<file path="src/rtl/pit_pkg.sv">
`timescale 1ns/1ps
package pit_pkg;
   typedef enum logic [1:0] {
      FMT_NONE = 2'b00,
      FMT_LO   = 2'b01,
      FMT_HI   = 2'b10,
      FMT_BOTH = 2'b11
   } fmt_e;

   typedef struct packed {
      fmt_e       fmt;
      logic [2:0] wave;
      logic       bcd;
   } setup_t;

   localparam logic [2:0] WAVE_RATE   = 3'b010;
   localparam logic [2:0] WAVE_STROBE = 3'b100;
endpackage

</file>
<file path="src/rtl/pit_decr.sv">
`timescale 1ns/1ps
module pit_decr #(
   parameter int CNT_W  = 16,
   parameter bit BCD_EN = 1'b1
) (
   input  logic [CNT_W-1:0] val_i,
   input  logic             bcd_i,
   output logic [CNT_W-1:0] dec_o
);
   localparam int NIB = CNT_W / 4;

   logic [CNT_W-1:0] bin_dec;
   assign bin_dec = val_i - CNT_W'(1);

   generate
      if (BCD_EN) begin : g_bcd
         logic [CNT_W-1:0] bcd_dec;
         logic [NIB:0]     brw;
         assign brw[0] = 1'b1;
         for (genvar g = 0; g < NIB; g++) begin : g_nib
            logic [3:0] nib;
            assign nib = val_i[4*g +: 4];
            assign bcd_dec[4*g +: 4] = !brw[g] ? nib :
                                       (nib == 4'd0) ? 4'd9 : nib - 4'd1;
            assign brw[g+1] = brw[g] & (nib == 4'd0);
         end
         assign dec_o = bcd_i ? bcd_dec : bin_dec;
      end else begin : g_bin
         logic unused_bcd;
         assign unused_bcd = bcd_i;
         assign dec_o = bin_dec;
      end
   endgenerate
endmodule

</file>
<file path="src/rtl/pit_host_port.sv">
`timescale 1ns/1ps
module pit_host_port
   import pit_pkg::*;
#(
   parameter int BYTE_W = 8,
   parameter int CNT_W  = 16
) (
   input  logic              clk,
   input  logic              rst_n,
   input  logic              wr_en,
   input  logic              wr_ctrl,
   input  logic [BYTE_W-1:0] wr_data,
   input  logic              rd_en,
   input  logic [CNT_W-1:0]  live_cnt,
   output setup_t            setup_q,
   output logic [CNT_W-1:0]  cnt_q,
   output logic              load_q,
   output logic              ctrl_acc,
   output logic              null_q,
   output logic [BYTE_W-1:0] rd_data
);
   localparam int HI_W = CNT_W - BYTE_W;

   logic             data_wr;
   logic             wr_ptr;
   logic             rd_ptr;
   logic             done;
   logic [CNT_W-1:0] new_cnt;

   assign ctrl_acc = wr_en & wr_ctrl & (wr_data[5:4] != 2'b00);
   assign data_wr  = wr_en & ~wr_ctrl & (setup_q.fmt != FMT_NONE);

   always_comb begin
      new_cnt = cnt_q;
      done    = 1'b0;
      if (data_wr) begin
         unique case (setup_q.fmt)
            FMT_LO: begin
               new_cnt = {{HI_W{1'b0}}, wr_data};
               done    = 1'b1;
            end
            FMT_HI: begin
               new_cnt = {wr_data[HI_W-1:0], {BYTE_W{1'b0}}};
               done    = 1'b1;
            end
            FMT_BOTH: begin
               if (!wr_ptr) begin
                  new_cnt[BYTE_W-1:0] = wr_data;
               end else begin
                  new_cnt[CNT_W-1:BYTE_W] = wr_data[HI_W-1:0];
                  done = 1'b1;
               end
            end
            default: ;
         endcase
      end
   end

   always_ff @(posedge clk or negedge rst_n) begin
      if (!rst_n) begin
         setup_q <= '0;
         cnt_q   <= '0;
         load_q  <= 1'b0;
         null_q  <= 1'b0;
         wr_ptr  <= 1'b0;
         rd_ptr  <= 1'b0;
      end else begin
         load_q <= 1'b0;
         if (ctrl_acc) begin
            setup_q <= setup_t'(wr_data[5:0]);
            wr_ptr  <= 1'b0;
            rd_ptr  <= 1'b0;
            null_q  <= 1'b1;
         end else begin
            if (data_wr) begin
               cnt_q  <= new_cnt;
               null_q <= 1'b1;
               if (setup_q.fmt == FMT_BOTH) wr_ptr <= ~wr_ptr;
               if (done && !(setup_q.wave == WAVE_RATE && new_cnt == CNT_W'(1)))
                  load_q <= 1'b1;
            end else if (load_q) begin
               null_q <= 1'b0;
            end
            if (rd_en && setup_q.fmt == FMT_BOTH) rd_ptr <= ~rd_ptr;
         end
      end
   end

   always_comb begin
      unique case (setup_q.fmt)
         FMT_HI:   rd_data = live_cnt[CNT_W-1:BYTE_W];
         FMT_BOTH: rd_data = rd_ptr ? live_cnt[CNT_W-1:BYTE_W] : live_cnt[BYTE_W-1:0];
         default:  rd_data = live_cnt[BYTE_W-1:0];
      endcase
   end
endmodule

</file>
<file path="src/rtl/pit_counter.sv">
`timescale 1ns/1ps
module pit_counter
   import pit_pkg::*;
#(
   parameter int CNT_W  = 16,
   parameter bit BCD_EN = 1'b1
) (
   input  logic             clk,
   input  logic             rst_n,
   input  logic             stop_i,
   input  logic             load_i,
   input  logic [CNT_W-1:0] init_i,
   input  logic [2:0]       wave_i,
   input  logic             bcd_i,
   output logic [CNT_W-1:0] cnt_o,
   output logic             out_o
);
   logic [CNT_W-1:0] ce_q;
   logic [CNT_W-1:0] reload_q;
   logic [CNT_W-1:0] dec;
   logic             run_q;
   logic             shot_q;

   pit_decr #(.CNT_W(CNT_W), .BCD_EN(BCD_EN)) u_decr (
      .val_i (ce_q),
      .bcd_i (bcd_i),
      .dec_o (dec)
   );

   always_ff @(posedge clk or negedge rst_n) begin
      if (!rst_n) begin
         ce_q     <= '0;
         reload_q <= '0;
         run_q    <= 1'b0;
         shot_q   <= 1'b0;
         out_o    <= 1'b1;
      end else if (stop_i) begin
         run_q <= 1'b0;
         out_o <= 1'b1;
      end else if (load_i) begin
         ce_q     <= init_i;
         reload_q <= init_i;
         run_q    <= (wave_i == WAVE_RATE) || (wave_i == WAVE_STROBE);
         shot_q   <= 1'b0;
         out_o    <= 1'b1;
      end else if (run_q) begin
         out_o <= 1'b1;
         if (wave_i == WAVE_RATE) begin
            if (ce_q == CNT_W'(1)) begin
               ce_q <= reload_q;
            end else begin
               ce_q <= dec;
               if (dec == CNT_W'(1)) out_o <= 1'b0;
            end
         end else begin
            ce_q <= dec;
            if (ce_q == CNT_W'(1) && !shot_q) begin
               out_o  <= 1'b0;
               shot_q <= 1'b1;
            end
         end
      end else begin
         out_o <= 1'b1;
      end
   end

   assign cnt_o = ce_q;
endmodule

</file>
<file path="src/rtl/pit_channel.sv">
`timescale 1ns/1ps
module pit_channel
   import pit_pkg::*;
#(
   parameter int BYTE_W = 8,
   parameter int CNT_W  = 16,
   parameter bit BCD_EN = 1'b1
) (
   input  logic              clk,
   input  logic              rst_n,
   input  logic              wr_en,
   input  logic              wr_ctrl,
   input  logic [BYTE_W-1:0] wr_data,
   input  logic              rd_en,
   output logic [BYTE_W-1:0] rd_data,
   output logic              out_o,
   output logic              null_o
);
   generate
      if (CNT_W != 2 * BYTE_W) begin : g_bad_width
         $error("pit_channel: CNT_W must be two bytes wide");
      end
      if (BYTE_W < 6) begin : g_bad_byte
         $error("pit_channel: BYTE_W must hold the six setup bits");
      end
      if (CNT_W % 4 != 0) begin : g_bad_nib
         $error("pit_channel: CNT_W must be a whole number of nibbles");
      end
   endgenerate

   setup_t           setup;
   logic [CNT_W-1:0] cnt_w;
   logic [CNT_W-1:0] live_cnt;
   logic             load;
   logic             ctrl_acc;

   pit_host_port #(.BYTE_W(BYTE_W), .CNT_W(CNT_W)) u_port (
      .clk      (clk),
      .rst_n    (rst_n),
      .wr_en    (wr_en),
      .wr_ctrl  (wr_ctrl),
      .wr_data  (wr_data),
      .rd_en    (rd_en),
      .live_cnt (live_cnt),
      .setup_q  (setup),
      .cnt_q    (cnt_w),
      .load_q   (load),
      .ctrl_acc (ctrl_acc),
      .null_q   (null_o),
      .rd_data  (rd_data)
   );

   pit_counter #(.CNT_W(CNT_W), .BCD_EN(BCD_EN)) u_cnt (
      .clk    (clk),
      .rst_n  (rst_n),
      .stop_i (ctrl_acc),
      .load_i (load),
      .init_i (cnt_w),
      .wave_i (setup.wave),
      .bcd_i  (setup.bcd),
      .cnt_o  (live_cnt),
      .out_o  (out_o)
   );
endmodule

</file>
<file path="config.mk">
export PLATFORM = sky130hd
export DESIGN_NAME = pit_channel
export DESIGN_NICKNAME = d
export VERILOG_FILES = /design/src/rtl/pit_pkg.sv /design/src/rtl/pit_decr.sv /design/src/rtl/pit_host_port.sv /design/src/rtl/pit_counter.sv /design/src/rtl/pit_channel.sv
export SDC_FILE = /design/constraint.sdc
export NUM_CORES = 1
export LEC_CHECK = 0
export ABC_AREA = 1
export BUFFER_PORTS_ARGS = -buffer_cell sky130_fd_sc_hd__clkbuf_2
export CAP_MARGIN = 10
export CORE_MARGIN = 5
export CORE_UTILIZATION = 50
export CTS_CLUSTER_DIAMETER = 200
export CTS_CLUSTER_SIZE = 30
export DETAILED_ROUTE_END_ITERATION = 12
export GPL_ROUTABILITY_DRIVEN = 0
export PLACE_DENSITY = 0.68
export REMOVE_ABC_BUFFERS = 1
export SKIP_LAST_GASP = 1
export SLEW_MARGIN = 0
export SYNTH_ARGS = -nofsm -noshare
export SYNTH_HDL_FRONTEND = slang
export SYNTH_SLANG_ARGS = --single-unit
export TNS_END_PERCENT = 1
</file>
<file path="constraint.sdc">
create_clock -name clk -period 2.6 [get_ports clk]
set_input_delay 0.13 -clock clk [delete_from_list [all_inputs] [get_ports clk]]
set_output_delay 0.13 -clock clk [all_outputs]
set_load 0.05 [all_outputs]
</file>
==> results.json, run 1 <==
{
  "worstPathArrival_ns": 2.13,
  "setup_tns_ns": 0,
  "post-place-ws_ns": 0.4836,
  "cp-start-kind": "flop",
  "post_cts_buffers": 0,
  "cts_tree": "yes",
  "layout.nets": 567,
  "cts_sinks": 61,
  "clk_path_buf_depth": 2,
  "ant_nets": 0,
  "syn_to_final_growth_pct": 11.07,
  "portBuffers": 22,
  "drt_wl_total_um": 11020,
  "root_buffer": "clkbuf_8",
  "rows": 32,
  "postCtsHoldBufs": 2,
  "required_ns": 2.47,
  "first_global_vias": 3727,
  "dp_hpwl_um": 8246,
  "grt-ovfl-total": 0,
  "initial_core_util": 0.5067,
  "die-area_sq_mm": 0.009566,
  "crit_fanout": 8,
  "reg2reg_from": "u_cnt.cnt_o[0]",
  "synth_top_area_cell": "dfrtp_1",
  "yosys_most_used_dff": "dfrtp_1",
  "grt_setup_unrepaired": "no",
  "clk_latency_ns": 0.34,
  "crit_slowest_cell": "dfrtp_1",
  "io_pins": 23,
  "cts_buffers": 9,
  "drive_gt1_frac": 0.1522,
  "clockPowerShare": 0.178,
  "worstMarginPinSlew_ns": 0.5977,
  "synth_edf_count": 0,
  "first_pass_iters": 5,
  "grt_max_degree": 24,
  "setup-violations-final": 0,
  "cpLargestDelayFamily": "buffers and inverters",
  "p_per_area_mw_per_mm2": 1019,
  "drt-initial-drc-count": 298,
  "crit_type": "flop to output port",
  "synthArstFlopShare": 1.000,
  "syn_area_sq_mm": 0.003855,
  "wl_per_cell_um": 16.85,
  "clkTransAtPathRegs_ns": 0.07,
  "synth.distinct_cells": 42,
  "h-tree-depth": 3,
  "seq_power_share": 0.362,
  "synth_top_area_share": 0.3895,
  "finalWorstSetupSlack_ns": 0.3368,
  "yosys_warnings": 0,
  "slew_violations": 0,
  "skew_ns": 0.009871,
  "swShare": 0.4783,
  "status": "finished clean",
  "grt_first_pass_wirelength_um": 18750,
  "worst-path-buf-inv": 3,
  "p_switching_w": 0.002087,
  "leakagePower_nw": 2.085,
  "fmax_ghz": 0.4419,
  "antenna_found_initial": 0,
  "die_h_um": 97.81,
  "hold_depth": 3,
  "cp.depth": 8,
  "crit_path_start": "u_port.setup_q[4]",
  "core_area_sq_mm": 0.007607,
  "grt_usage": 0.2437,
  "worst-r2r-cell-count": 13,
  "synth-seq-cells": 61,
  "critPathCaptureType": "output port",
  "cts_resized": 0,
  "yosysSeqAreaShare": 0.3963,
  "maxSlewHeadroom": 0.6011,
  "min_period_ns": 2.263,
  "synth_cells": 516,
  "combPwrFrac": 0.461,
  "drt_drc_violations_left": 0,
  "hold_class": "input port to flop",
  "worstHoldStart": "wr_data[1]",
  "via_per_inst": 5.706,
  "vias": 3732,
  "syn_area_per_cell_sq_um": 7.471,
  "p_int_w": 0.002276,
  "peakVddDrop_mv": 0.3556,
  "crit_path_cell_trace": "ha_1 > nand2_1 > inv_1 > nor2_1 > a21oi_1 > buf_4 > o22ai_1 > clkbuf_2",
  "synthTopCellsByArea": "dfrtp_1 39%, nand2_1 13%, inv_1 5.8%",
  "finalCritPeriodShare": 0.8704,
  "diodes": 0,
  "dieWidth_um": 97.81,
  "max_stage_delay_ns": 0.41,
  "cap_viol_max_count": 0,
  "finalHoldViolCount": 0
}
[registers in the layout, indices dropped and copies added, names as in the netlist]
register,cells
u_port.setup_q,6
u_cnt.out_o,1
u_port.load_q,1
u_cnt.run_q,1
u_port.cnt_q,16
u_cnt.reload_q,16
u_port.null_q,1
u_cnt.cnt_o,16
u_port.rd_ptr,1
u_port.wr_ptr,1
u_cnt.shot_q,1
[per-stage QoR]
stage | cells | util | hold WS [ns] | instance area [sq um] | total power [W]
floorplan | 502 | - | -0.1656 | 3771 | 0.002978
global route | 654 | 0.5628 | 0.02408 | 4282 | 0.004686
CTS | 654 | 0.5628 | 0.004860 | 4282 | 0.004338
finish | 654 | 0.5628 | 0.01537 | 4282 | 0.004363
detailed placement | 636 | 0.5368 | 0.1328 | 4084 | 0.003558
global placement | 636 | 0.5368 | 0.1353 | 4084 | 0.003529
[cell usage in the layout, fill, tap and decap left out, drive strengths merged]
master,n
a211oi,4
a21oi,27
a22oi,7
a2bb2oi,2
and3,1
buf,10
clkbuf,34
clkinv,3
clkinvlp,1
dfrtp,60
dfstp,1
dlygate4sd3,2
ha,7
inv,65
nand2,137
nand3,41
nand3b,2
nand4,2
nor2,56
nor3,5
o211ai,6
o21ai,50
o21bai,2
o22ai,23
xor2,4
[cell families (layout without fill, tap and decap cells)]
kind of cell,Yosys count,count (layout),share of synthesized area
DFF,61,61,0.3963
xor gates and xnor gates,4,4,0.009087
AOI/OAI and AO/OA,121,121,0.1918
buffers and inverters,79,115,0.08504
and+or+nand+nor,244,244,0.2950
adders and majority gates,7,7,0.02272
[final cells by class]
class                   count  area, sq um
fillers                   711         3326
multi-input cells         376         1999
flip-flops and latches     61         1528
inverters                  65        244.0
repair buffers             34        205.2
clock buffers              12        155.1
well taps                 102        127.6
clock inverters             4        22.52
[synthesized netlist by cell type, types with 3 or more instances]
cell type    n
clkbuf_1     6
ha_1         7
nand2_1    133
inv_2        5
a22oi_1      7
nand3_1     38
xor2_1       4
buf_6        3
nor2_4       6
nor2_2       6
o22ai_1     23
inv_1       60
o211ai_1     4
dfrtp_1     60
a21oi_1     25
o21ai_1      5
buf_2        4
nor2_1      43
o21ai_0     43
nor3_1       4
[power groups by stage]
| stage | registers, W | clock network (W) | logic (W) |
|---|---|---|---|
| 2_1_floorplan | 0.00150 | 0 | 0.00147 |
| 3_5_place_dp | 0.00158 | 0 | 0.00198 |
| 5_1_grt | 0.00161 | 0.000827 | 0.00225 |
| 6_report | 0.00158 | 0.000775 | 0.00201 |
| 3_3_place_gp | 0.00157 | 0 | 0.00196 |
| 4_1_cts | 0.00157 | 0.000781 | 0.00199 |
[metal layers]
layer,global-route usage,share of wire
met5,0,0
met4,0.1108,0.037
met1,0.3279,0.44
met3,0.04000,0.067
met2,0.3875,0.46
[worst min-delay path, stage by stage]
cell and delay [ns]:
clkbuf_2 0.09, nand2_1 0.05, nand2_1 0.05
[final timing paths]
kind,slack (ns),to
max in group asynchronous,1.53,u_cnt.out_o
setup reg to reg,0.44,u_cnt.out_o
setup / recovery,0.34,rd_data[6]
hold reg to reg,0.48,u_cnt.reload_q[3]
hold / removal,0.02,u_port.setup_q[1]
min in group asynchronous,0.30,u_cnt.cnt_o[8]
Power figures use the tool's default switching activity.
==> run 2, diff against run 1 <==
--- a/config.mk
+++ b/config.mk
@@ -15,6 +15,7 @@
 export DETAILED_ROUTE_END_ITERATION = 12
 export GPL_ROUTABILITY_DRIVEN = 0
 export PLACE_DENSITY = 0.68
+export RECOVER_POWER = 100
 export REMOVE_ABC_BUFFERS = 1
 export SKIP_LAST_GASP = 1
 export SLEW_MARGIN = 0
==> run 2 against run 1 <==
  * Non-clock buffer count unchanged
  * Sequential cell count unchanged
  * Global-route usage unchanged
  * Via count down 0.19%
  * Sequential share of layout area up 0.37 points
  * Worst hold slack worse by 0.0057 ns
  * Count of clock-buffer cells in the layout unchanged
  * Largest power group unchanged
==> results.json, run 2 (same netlist as run 1, synthesis figures left out) <==
{
  "clk_path_buf_depth": 2,
  "wl_per_cell_um": 16.97,
  "drive_gt1_frac": 0.1341,
  "syn_to_final_growth_pct": 9.932,
  "cpMostUsedCell": "clkbuf_2",
  "grt-ovfl-total": 0,
  "finalCritPeriodShare": 0.9039,
  "required_ns": 2.47,
  "r2r_setup_slack_ns": 0.31,
  "fmax_ghz": 0.4255,
  "hold_class": "input port to flop",
  "drt-initial-drc-count": 334,
  "cpLargestDelayFamily": "buffers and inverters",
  "crit_slowest_cell": "dfrtp_1",
  "dpl.cell_count": 636,
  "first_pass_iters": 5,
  "fillers": 727,
  "dp_hpwl_um": 8246,
  "grt_setup_unrepaired": "no",
  "clk_latency_ns": 0.34,
  "min_period_ns": 2.350,
  "layout_common_cells": "133 x nand2_1, 61 x inv_1, 60 x dfrtp_1",
  "io_pins": 23,
  "root_buffer": "clkbuf_8",
  "reg2reg_from": "u_cnt.cnt_o[1]",
  "layout.nets": 567,
  "worst-path-buf-inv": 3,
  "ant_nets": 0,
  "portBuffers": 22,
  "crit_type": "flop to output port",
  "cts_buffers": 9,
  "leakagePower_nw": 2.059,
  "grt_max_degree": 24,
  "antenna_found_initial": 0,
  "status": "finished clean",
  "crit_fanout": 8,
  "hold_depth": 3,
  "rows": 32,
  "clkTransAtPathRegs_ns": 0.07,
  "h-tree-depth": 3,
  "vias": 3725,
  "crit_path_cell_trace": "ha_1 > nand2_1 > inv_1 > nor2_1 > a21oi_1 > clkbuf_2 > o22ai_1 > clkbuf_2",
  "slew_violations": 0,
  "post-place-ws_ns": 0.4836,
  "grt_first_pass_wirelength_um": 18750,
  "p_per_area_mw_per_mm2": 1028,
  "first_global_vias": 3727,
  "die_h_um": 97.81,
  "via_per_inst": 5.696,
  "r2r_end": "u_cnt.cnt_o[2]",
  "die-area_sq_mm": 0.009566,
  "hold_end": "u_port.setup_q[1]",
  "drt_drc_violations_left": 0,
  "diodes": 0,
  "finalHoldViolCount": 0,
  "cts_tree": "yes",
  "worst-r2r-cell-count": 11,
  "finalWorstSetupSlack_ns": 0.2499,
  "peakVddDrop_mv": 0.3452,
  "initial_core_util": 0.5067,
  "setup-violations-final": 0,
  "max_stage_delay_ns": 0.40,
  "layout.cells.non_filler": 654,
  "cp-start-kind": "flop",
  "crit_path_start": "u_port.setup_q[4]",
  "worstPathArrival_ns": 2.22,
  "cap_viol_max_count": 0,
  "critPathCaptureType": "output port",
  "worstHoldStart": "wr_data[1]",
  "setup_tns_ns": 0,
  "grt_usage": 0.2437,
  "maxSlewHeadroom": 0.2253,
  "final_common_cell": "nand2_1",
  "skew_ns": 0.01088,
  "core_area_sq_mm": 0.007607,
  "dieWidth_um": 97.81,
  "drt_wl_total_um": 11100,
  "worstMarginPinSlew_ns": 1.162,
  "cts_sinks": 61
}
-- run 2: worst reg2reg max path: stages (launching register included) --
cell	delay, ns
dfrtp_1	0.38
inv_1	0.17
ha_1	0.22
nand2_1	0.06
nor2_1	0.18
nand3_4	0.13
nor2_2	0.51
inv_2	0.14
nand3_1	0.12
o211ai_2	0.08
o211ai_1	0.08
o21ai_1	0.08
-- run 2: how the worst max path moves through the flow --
| stage | to | cells after the start | slack [ns] |
|---|---|---|---|
| 4_1_cts | rd_data[6] | 8 | 0.33 |
| 2_1_floorplan | rd_data[0] | 6 | 0.32 |
| 3_3_place_gp | u_cnt.out_o | 13 | 0.55 |
| 5_1_grt | u_cnt.cnt_o[2] | 11 | 0.1 |
| 6_report | rd_data[6] | 8 | 0.25 |
| 3_5_place_dp | u_cnt.out_o | 13 | 0.48 |
-- run 2: per-stage QoR --
step	cell area, sq um	total power [W]	hold WS [ns]	util
floorplan	3771	0.002978	-0.1656	-
global placement	4084	0.003529	0.1353	0.5368
detailed placement	4084	0.003558	0.1328	0.5368
CTS	4282	0.004338	0.004860	0.5628
global route	4238	0.004672	0.02408	0.5571
finish	4238	0.004357	0.009628	0.5571
-- run 2: layer usage --
layer	vias up	track usage	routed length, um
met5	-	0	0
met2	183	0.3875	5092
met3	40	0.04000	781
met4	0	0.1108	423
li1	1770	-	-
met1	1732	0.3279	4798
-- run 2: area by class of cell --
| class | count | area [sq um] | share of cell area |
|---|---|---|---|
| clock buffers | 12 | 155.1 | 0.03661 |
| clock inverters | 4 | 22.52 | 0.005314 |
| inverters | 65 | 244.0 | 0.05757 |
| multi-input cells | 376 | 1976 | 0.4662 |
| flip-flops and latches | 61 | 1528 | 0.3605 |
| well taps | 102 | 127.6 | 0.03012 |
| repair buffers | 34 | 185.2 | 0.04370 |
-- run 2: timing repair --
item,in CTS,in global routing
buffers inserted,0,0
hold endpoints to repair,19,0
hold buffers,2,0
gates resized for setup,0,0
-- run 2: power by group --
group	switching, W	total (W)	internal (W)
clock network	0.000383	0.000776	0.000393
registers	0.000314	0.00158	0.00127
logic	0.00139	0.00200	0.000608
